### src/rtl/simdImmPkg.sv
package simdImmPkg;
  localparam int IMM_W   = 8;
  localparam int OC_W    = 5;
  localparam int VAL_W   = 64;
  localparam int HALF_W  = 2 * IMM_W;
  localparam int WORD_W  = 4 * IMM_W;
  localparam int ELEM_W  = $clog2(VAL_W) + 1;
  localparam int SHIFT_W = $clog2(WORD_W);
  localparam int SEL_W   = 2;

  typedef enum logic [2:0] {
    FORM_NONE,
    FORM_BYTE,
    FORM_BITS,
    FORM_HALF,
    FORM_WORD,
    FORM_ONES
  } form_e;

  // strobes from control to datapath
  typedef struct packed {
    logic             load;
    form_e            form;
    logic [SEL_W-1:0] shiftSel;
  } ctrl_t;
endpackage

### src/rtl/simdImmCtrl.sv
module simdImmCtrl
  import simdImmPkg::*;
(
  input  logic            clk,
  input  logic            rstN,
  input  logic            inValid,
  input  logic [OC_W-1:0] opCmode,
  output ctrl_t           ctrl,
  output logic            outValid
);
  logic [3:0] mode;
  assign mode = opCmode[3:0];

  always_comb begin
    ctrl.load     = inValid;
    ctrl.form     = FORM_NONE;
    ctrl.shiftSel = '0;
    if (opCmode == OC_W'(5'h0E)) begin
      ctrl.form = FORM_BYTE;
    end else if (opCmode == OC_W'(5'h1E)) begin
      ctrl.form = FORM_BITS;
    end else if (mode[3:2] == 2'b10) begin
      ctrl.form     = FORM_HALF;
      ctrl.shiftSel = {1'b0, mode[1]};
    end else if (!mode[3]) begin
      ctrl.form     = FORM_WORD;
      ctrl.shiftSel = mode[2:1];
    end else if (mode[3:1] == 3'b110) begin
      ctrl.form     = FORM_ONES;
      ctrl.shiftSel = {1'b0, mode[0]};
    end
  end

  always_ff @(posedge clk or negedge rstN) begin
    if (!rstN) outValid <= 1'b0;
    else       outValid <= inValid;
  end

  AST_VALID_FOLLOWS: assert property (@(posedge clk) disable iff (!rstN) inValid |=> outValid);
  AST_VALID_QUIET: assert property (@(posedge clk) disable iff (!rstN) !inValid |=> !outValid);
  AST_HALF_SEL: assert property (@(posedge clk) disable iff (!rstN) (inValid && ctrl.form == FORM_HALF) |-> !ctrl.shiftSel[1]);
  AST_TOP_CODES: assert property (@(posedge clk) disable iff (!rstN) (inValid && opCmode[3:0] == 4'hF) |-> ctrl.form == FORM_NONE);
endmodule

### src/rtl/simdImmData.sv
module simdImmData
  import simdImmPkg::*;
(
  input  logic               clk,
  input  logic               rstN,
  input  ctrl_t              ctrl,
  input  logic [IMM_W-1:0]   imm,
  output logic [VAL_W-1:0]   outValue,
  output logic [ELEM_W-1:0]  elemBits,
  output logic [SHIFT_W-1:0] shiftAmt,
  output logic               onesIn,
  output logic               badCode
);
  localparam int LANES  = VAL_W / IMM_W;
  localparam int HALVES = VAL_W / HALF_W;
  localparam int WORDS  = VAL_W / WORD_W;

  logic [SHIFT_W-1:0] plainShift, onesShift;
  logic [HALF_W-1:0]  halfLane;
  logic [WORD_W-1:0]  wordLane, onesFill, onesLane;
  logic [VAL_W-1:0]   repByte, bitBytes, repHalf, repWord, repOnes;

  assign plainShift = SHIFT_W'(ctrl.shiftSel) * SHIFT_W'(IMM_W);
  assign onesShift  = plainShift + SHIFT_W'(IMM_W);
  assign halfLane   = HALF_W'(imm) << plainShift;
  assign wordLane   = WORD_W'(imm) << plainShift;
  assign onesFill   = (WORD_W'(1) << onesShift) - WORD_W'(1);
  assign onesLane   = (WORD_W'(imm) << onesShift) | onesFill;

  for (genvar g = 0; g < LANES; g++) begin : gByte
    assign repByte[g*IMM_W +: IMM_W] = imm;
    if (g < IMM_W) begin : gBit
      assign bitBytes[g*IMM_W +: IMM_W] = {IMM_W{imm[g]}};
    end else begin : gPad
      assign bitBytes[g*IMM_W +: IMM_W] = '0;
    end
  end
  for (genvar g = 0; g < HALVES; g++) begin : gHalf
    assign repHalf[g*HALF_W +: HALF_W] = halfLane;
  end
  for (genvar g = 0; g < WORDS; g++) begin : gWord
    assign repWord[g*WORD_W +: WORD_W] = wordLane;
    assign repOnes[g*WORD_W +: WORD_W] = onesLane;
  end

  logic [VAL_W-1:0]   nextValue;
  logic [ELEM_W-1:0]  nextElem;
  logic [SHIFT_W-1:0] nextShift;
  logic               nextOnes, nextBad;

  always_comb begin
    nextValue = '0;
    nextElem  = '0;
    nextShift = '0;
    nextOnes  = 1'b0;
    nextBad   = 1'b0;
    case (ctrl.form)
      FORM_BYTE: begin
        nextValue = repByte;
        nextElem  = ELEM_W'(IMM_W);
      end
      FORM_BITS: begin
        nextValue = bitBytes;
        nextElem  = ELEM_W'(VAL_W);
      end
      FORM_HALF: begin
        nextValue = repHalf;
        nextElem  = ELEM_W'(HALF_W);
        nextShift = plainShift;
      end
      FORM_WORD: begin
        nextValue = repWord;
        nextElem  = ELEM_W'(WORD_W);
        nextShift = plainShift;
      end
      FORM_ONES: begin
        nextValue = repOnes;
        nextElem  = ELEM_W'(WORD_W);
        nextShift = onesShift;
        nextOnes  = 1'b1;
      end
      default: nextBad = 1'b1;
    endcase
  end

  always_ff @(posedge clk or negedge rstN) begin
    if (!rstN) begin
      outValue <= '0;
      elemBits <= '0;
      shiftAmt <= '0;
      onesIn   <= 1'b0;
      badCode  <= 1'b0;
    end else if (ctrl.load) begin
      outValue <= nextValue;
      elemBits <= nextElem;
      shiftAmt <= nextShift;
      onesIn   <= nextOnes;
      badCode  <= nextBad;
    end
  end

  AST_HOLD_IDLE: assert property (@(posedge clk) disable iff (!rstN) !ctrl.load |=> ($stable(outValue) && $stable(elemBits) && $stable(badCode)));
  AST_BITS_FILL: assert property (@(posedge clk) disable iff (!rstN) (ctrl.load && ctrl.form == FORM_BITS) |=> (elemBits == ELEM_W'(VAL_W) && shiftAmt == '0));
endmodule

### src/rtl/simdImmExpand.sv
module simdImmExpand
  import simdImmPkg::*;
(
  input  logic               clk,
  input  logic               rstN,
  input  logic               inValid,
  input  logic [IMM_W-1:0]   imm,
  input  logic [OC_W-1:0]    opCmode,
  output logic               outValid,
  output logic [VAL_W-1:0]   outValue,
  output logic [ELEM_W-1:0]  elemBits,
  output logic [SHIFT_W-1:0] shiftAmt,
  output logic               onesIn,
  output logic               badCode
);
  ctrl_t ctrl;

  simdImmCtrl uCtrl (
    .clk      (clk),
    .rstN     (rstN),
    .inValid  (inValid),
    .opCmode  (opCmode),
    .ctrl     (ctrl),
    .outValid (outValid)
  );

  simdImmData uData (
    .clk      (clk),
    .rstN     (rstN),
    .ctrl     (ctrl),
    .imm      (imm),
    .outValue (outValue),
    .elemBits (elemBits),
    .shiftAmt (shiftAmt),
    .onesIn   (onesIn),
    .badCode  (badCode)
  );

  AST_BAD_ZERO: assert property (@(posedge clk) disable iff (!rstN) (outValid && badCode) |-> (outValue == '0 && elemBits == '0 && !onesIn));
  AST_ONES_LOW: assert property (@(posedge clk) disable iff (!rstN) (outValid && onesIn) |-> (outValue[IMM_W-1:0] == '1 && elemBits == ELEM_W'(WORD_W)));
  AST_ELEM_LEGAL: assert property (@(posedge clk) disable iff (!rstN) (outValid && !badCode) |-> $countones(elemBits) == 1);
endmodule

### config.mk
export PLATFORM = sky130hd
export DESIGN_NAME = simdImmExpand
export DESIGN_NICKNAME = d
export VERILOG_FILES = /design/src/rtl/simdImmPkg.sv /design/src/rtl/simdImmCtrl.sv /design/src/rtl/simdImmData.sv /design/src/rtl/simdImmExpand.sv
export SDC_FILE = /design/constraint.sdc
export NUM_CORES = 1
export LEC_CHECK = 0
export BUFFER_PORTS_ARGS = -buffer_cell sky130_fd_sc_hd__buf_2
export CAP_MARGIN = 0
export CORE_ASPECT_RATIO = 1.1
export CORE_UTILIZATION = 40
export DETAILED_ROUTE_END_ITERATION = 10
export GPL_ROUTABILITY_DRIVEN = 0
export PLACE_DENSITY_LB_ADDON = 0.15
export RECOVER_POWER = 100
export SLEW_MARGIN = 20
export SYNTH_ARGS = -nofsm -noshare
export SYNTH_HDL_FRONTEND = slang
export SYNTH_SLANG_ARGS = --single-unit
### constraint.sdc
create_clock -name clk -period 1.2 [get_ports clk]
set_input_delay 0 -clock clk [delete_from_list [all_inputs] [get_ports clk]]
set_output_delay 0 -clock clk [all_outputs]
set_load 0.05 [all_outputs]
# [Word level (Yosys, flattened, before mapping)]
# Cells that the tools add are included.
[op_classes] add_sub_neg=2 eq_ne=9 shift=4 mux=12 bitwise=1 n_reduce_logical=3
[ops] op="one-hot mux 64 bit (5 select lines)" count=1
[ops] op="left shift 8 x 5 -> 32 bit" count=2
[ops] op="OR 32 bit" count=1
[ops] op="left shift 1 x 5 -> 32 bit (first input constant)" count=1
[ops] op="subtractor 32 x 2 -> 32 bit (second input constant)" count=1
[ops] op="one-hot mux 7 bit (4 select lines)" count=1
[ops] op="left shift 8 x 5 -> 16 bit" count=1
[ops] op="2-to-1 mux 5 bit" count=3
[ops] op="one-hot mux 5 bit (2 select lines)" count=1
[ops] op="equality test 3 bit (second input constant)" count=3
[ops] op="equality test 3 x 2 -> 1 bit (second input constant)" count=2
[ops] op="2-to-1 mux 3 bit" count=2
[ops] op="adder 5 x 4 -> 5 bit (second input constant)" count=1
[ops] op="equality test 5 x 4 -> 1 bit (second input constant)" count=1
[ops] op="equality test 5 bit (second input constant)" count=1
[ops] op="OR reduction 5 bit" count=1
[ops] op="2-to-1 mux 2 bit" count=2
[ops] op="OR reduction 2 bit" count=2
[ops] op="equality test 3 x 1 -> 1 bit (second input constant)" count=1
[ops] op="equality test 2 bit (second input constant)" count=1
[ops] op="2-to-1 mux 1 bit" count=2
[totals] reg_bits=79 elab_cells=37

# [Logic depth before layout (Yosys ltp)]
[logic_depth] depth_word=11 ltp_mapped=10 mapped_depth_nobuf=9

# [Hierarchy]
# Synthesis repeated with hierarchy kept, for this count alone.
[unflattened] cells_unflattened=368 hier_area_um2=3567.2
[by_module_without_submodules] module="simdImmData" n_inst=1 cells_per_inst=356 area_per_inst_um2=3464.6 seq_area_each_um2=1801.7
[by_module_without_submodules] module="simdImmCtrl" n_inst=1 cells_per_inst=12 area_per_inst_um2=102.6 seq_area_each_um2=25.0

# [Least setup slack after synthesis]
# Ideal clock, no wire load.
[synth_timing] kind="input -> register" start="in opCmode[3]" end="reg uData.outValue[31]" setup_ps=126 t_arrival_ps=1935 required_ps=1074 slack_ps=-861 path_stages=10 cell_sequence="clkbuf_2 > and3b_1 > buf_2 > a21o_1 > ha_1 > and4bb_1 > o21ai_2 > nand3_2 > buf_6 > a311o_1"
[synth_via] elab_chain_len=11
[synth_lines] element="start, declared" line="simdImmExpand.sv:8" rtl="input logic [OC_W-1:0] opCmode,"
[synth_lines] element="equality test 3 bit" line="simdImmCtrl.sv:28" rtl="end else if (mode[3:1] == 3'b110) begin"
[synth_lines] element="2-to-1 mux 5 bit" line="simdImmCtrl.sv:28"
[synth_lines] element="2-to-1 mux 5 bit" line="simdImmCtrl.sv:25" rtl="end else if (!mode[3]) begin"
[synth_lines] element="2-to-1 mux 5 bit" line="simdImmCtrl.sv:22" rtl="end else if (mode[3:2] == 2'b10) begin"
[synth_lines] element="2-to-1 mux 2 bit" line="simdImmCtrl.sv:20" rtl="end else if (opCmode == OC_W'(5'h1E)) begin"
[synth_lines] element="2-to-1 mux 2 bit" line="simdImmCtrl.sv:18" rtl="if (opCmode == OC_W'(5'h0E)) begin"
[synth_lines] element="adder 5 x 4 -> 5 bit" line="simdImmData.sv:24" rtl="assign onesShift = plainShift + SHIFT_W'(IMM_W);"
[synth_lines] element="left shift 1 x 5 -> 32 bit" line="simdImmData.sv:27" rtl="assign onesFill = (WORD_W'(1) << onesShift) - WORD_W'(1);"
[synth_lines] element="subtractor 32 x 2 -> 32 bit" line="simdImmData.sv:27"
[synth_lines] element="OR 32 bit" line="simdImmData.sv:28" rtl="assign onesLane = (WORD_W'(imm) << onesShift) | onesFill;"
[synth_lines] element="one-hot mux 64 bit (5 select lines) *" line="simdImmData.sv:57" rtl="case (ctrl.form)"
[synth_lines] element="end signal, assigned" line="simdImmData.sv:94" rtl="outValue <= nextValue;"
[synth_lines] element="end, declared" line="simdImmData.sv:8" rtl="output logic [VAL_W-1:0] outValue,"
# Mark *: on every way between the ends. The rest lies on a longest branch, timed or not.
# A chain may end at the register's enable or synchronous reset.

# [Final worst setup path]
[layout_timing] start="in opCmode[2]" end="reg uData.outValue[59]"
# The elaborated chain is that of the path after synthesis.

==> results.ini <==
[outcome]
status = finished, violations left
violations = negative setup slack

[setup_path]
start_kind = primary input
startpoint = opCmode[2]
r2r_slack_ns = 0.22
r2r-start = uData.outValue[31]$_DFFE_PN0P_
crit_family = compound AO/OA/AOI/OAI gates
critPathRequiredTime_ns = 1.44
worst_setup_path_end_kind = flip-flop
cp.arrival_ns = 1.62
path_cells = buf_8 > and3b_2 > a21o_1 > ha_4 > and4bb_1 > o21ai_2 > nand3_4 > a311o_1
critical_path_class = in2reg
crit_fanout = 12
slowest_stage = a311o_1
slowest_delay_ns = 0.31
critPathBufInv = 1

[pwr]
combPwrFrac = 0.301
switching_power_mw = 2.63
power_mw = 7.09
p_per_area_mw_per_mm2 = 1380
p_int_mw = 4.47
irDropWorstVdd_v = 0.000918
switching_share = 0.370
pwr-share-seq = 0.398
power.leakage_nw = 2.55
clkPwrFrac = 0.301

[layout]
area_growth_pct = 38.0
nNetsFinal = 532
n_fill_cell = 811
drive_gt1_frac = 0.390
multi_input_area_mm2 = 0.00184
ff_latch_area_mm2 = 0.00183
antenna_cells = 0

[floorplan]
die_x_um = 93.9
placementRows = 36
die_h_um = 103
design.die.area_mm2 = 0.00968
io_pins = 95
core_mm2 = 0.00892
initial_core_util = 0.417

[global_route]
grt_use_total = 0.232
met3_usage = 0.0383
top_usage_layer = met2
gr-total-overflow = 0
met2_usage = 0.373
antenna_found_initial = 0
use_met1 = 0.308
grt_pass1_vias = 3263
grt_first_pass_wirelength_mm = 17.0
grt_start_max_net_pins = 74

[cts]
clockBufferDepth = 2
cts_root_buf = clkbuf_8
cts_buffers = 9
cts.sinks = 73
path_clk_slew_ns = 0.08
cts_tree = done
htreeDepth = 3
clk_latency_ns = 0.35

[yosys]
async_reset_ff_frac = 1.00
synth_top_area_frac = 0.491
yosysUniqueCellTypes = 49
syn-instance-count = 385
netlist_area_mm2 = 0.00372
avgSynthCellArea_um2 = 9.66
yosysSeqAreaShare = 0.491
synth-seq-cells = 73
synth_flop_cell = dfrtp_1
synth.top_cells.by_count = dfrtp_1, inv_1, nand3_1
synth.area.top_cells = dfrtp_1, nand3_1, nand2b_1
synth_most_common_cell = dfrtp_1
yosysWarnings = 0
synth_edf_count = 0
synth_top_cell_by_area = dfrtp_1

[routing]
drt-initial-drc-count = 146
dr.pass1.iters = 4
ant_nets = 0
num_vias = 3339
post_drt_via_cell_ratio = 5.28
routedWlPerCell_um = 16.5
routed_wl_mm = 10.4
drc = 0

[worst_hold_path]
min_path_type = in2reg
hp-start = imm[7]

[timing]
finClkSkew_ns = 0
worstMarginPinSlew_ns = 0.955
drv_slew = 0
rsz0062_at_grt = yes
fin_crit_ns = 1.38
fmax_mhz = 727
hold_viol = 0
setup_viol = 37
fin_setup_tns_ns = -3.43
fin_ws_ns = -0.176
max_slew_margin = 0.364
timing.hold.ws_ns = 0.0225
fin_crit_sh = 1.15

[place]
dp_hpwl_mm = 7.09
io_buffers = 88

[job]
max_cap_violations = 0

==> area by class of cell <==
type / instances / share of cell area
multi-input cells: 246 / 0.358
repair buffers: 145 / 0.187
flip-flops and latches: 73 / 0.356
clock buffers: 9 / 0.0241
inverters: 38 / 0.0285
clock inverters: 7 / 0.0185
well taps: 114 / 0.0278
==> what timing repair did <==
action / 4_1_cts / 5_1_grt
setup buffers: 3 / 7
resized for setup: 38 / 24
endpoints found under the setup margin: 44 / 63
pin swaps: 11 / 25
hold buffers: 8 / 0
endpoints found under the hold margin: 85 / 0
==> metrics by stage <==
stage | worst slack, ns | cell area, µm² | instances | util
2_1_floorplan | -0.619 | 3760 | 390 | -
3_3_place_gp | -0.587 | 4500 | 599 | 0.504
3_5_place_dp | -0.642 | 4500 | 599 | 0.504
4_1_cts | -0.149 | 5030 | 626 | 0.564
5_1_grt | -0.239 | 5130 | 632 | 0.575
6_report | -0.176 | 5130 | 632 | 0.575
==> registers in the layout (all words and copies together) (netlist names) <==
signal	count
uData.badCode	1
uData.shiftAmt	2
uCtrl.outValid	1
uData.outValue	64
uData.onesIn	1
uData.elemBits	4
==> worst register-to-register path, cell delays in order (launching register included) <==
cell	delay (ns)
dfrtp_1	0.40
nor2b_1	0.13
a311o_1	0.34
==> power groups by stage <==
stage,Combinational [mW],Clock (mW),Sequential (mW)
floorplan,0.598,0,3.69
global placement,1.98,0,2.86
detailed placement,2.00,0,2.86
CTS,2.11,2.19,2.82
global route,2.28,2.28,2.85
finish,2.14,2.13,2.82
==> cells by family after synthesis <==
group,count (synthesis),synth area share
AOI/OAI and AO/OA,88,0.167
adders and majority gates,3,0.0101
buffers and inverters,71,0.0885
DFF,73,0.491
muxes,3,0.00841
other,1,0.00101
and+or+nand+nor,146,0.234
==> layer usage <==
metal	vias up	wire length, µm
met3	16	570
met2	96	5050
met4	0	217
met1	1624	4590
met5	-	0
li1	1603	-
==> worst paths after layout <==
path / endpoint / depth (start not counted)
min in group asynchronous: uData.outValue[16]$_DFFE_PN0P_ / 3
worst min register to register: uData.outValue[7]$_DFFE_PN0P_ / 2
max in group asynchronous: uData.outValue[3]$_DFFE_PN0P_ / 3
worst min-delay path: uData.outValue[23]$_DFFE_PN0P_ / 3
worst max-delay path: uData.outValue[59]$_DFFE_PN0P_ / 8
worst max register to register: uData.outValue[31]$_DFFE_PN0P_ / 2
==> cells in the final DEF, fill, tap and decap left out, types with 6 or more instances in the layout <==
cell,n
clkbuf_2,74
nand3_1,16
clkbuf_8,9
nor2_1,9
nand2_1,10
nand2b_1,28
o22ai_1,27
dlygate4sd3_1,8
dfrtp_1,73
o21ai_0,15
and3_1,19
buf_4,41
nand3_4,8
nor2b_1,18
conb_1,6
a311o_1,12
o211ai_1,6
nand3_2,14
buf_6,6
buf_2,10
inv_1,37
(Power assumes the default switching activity.)
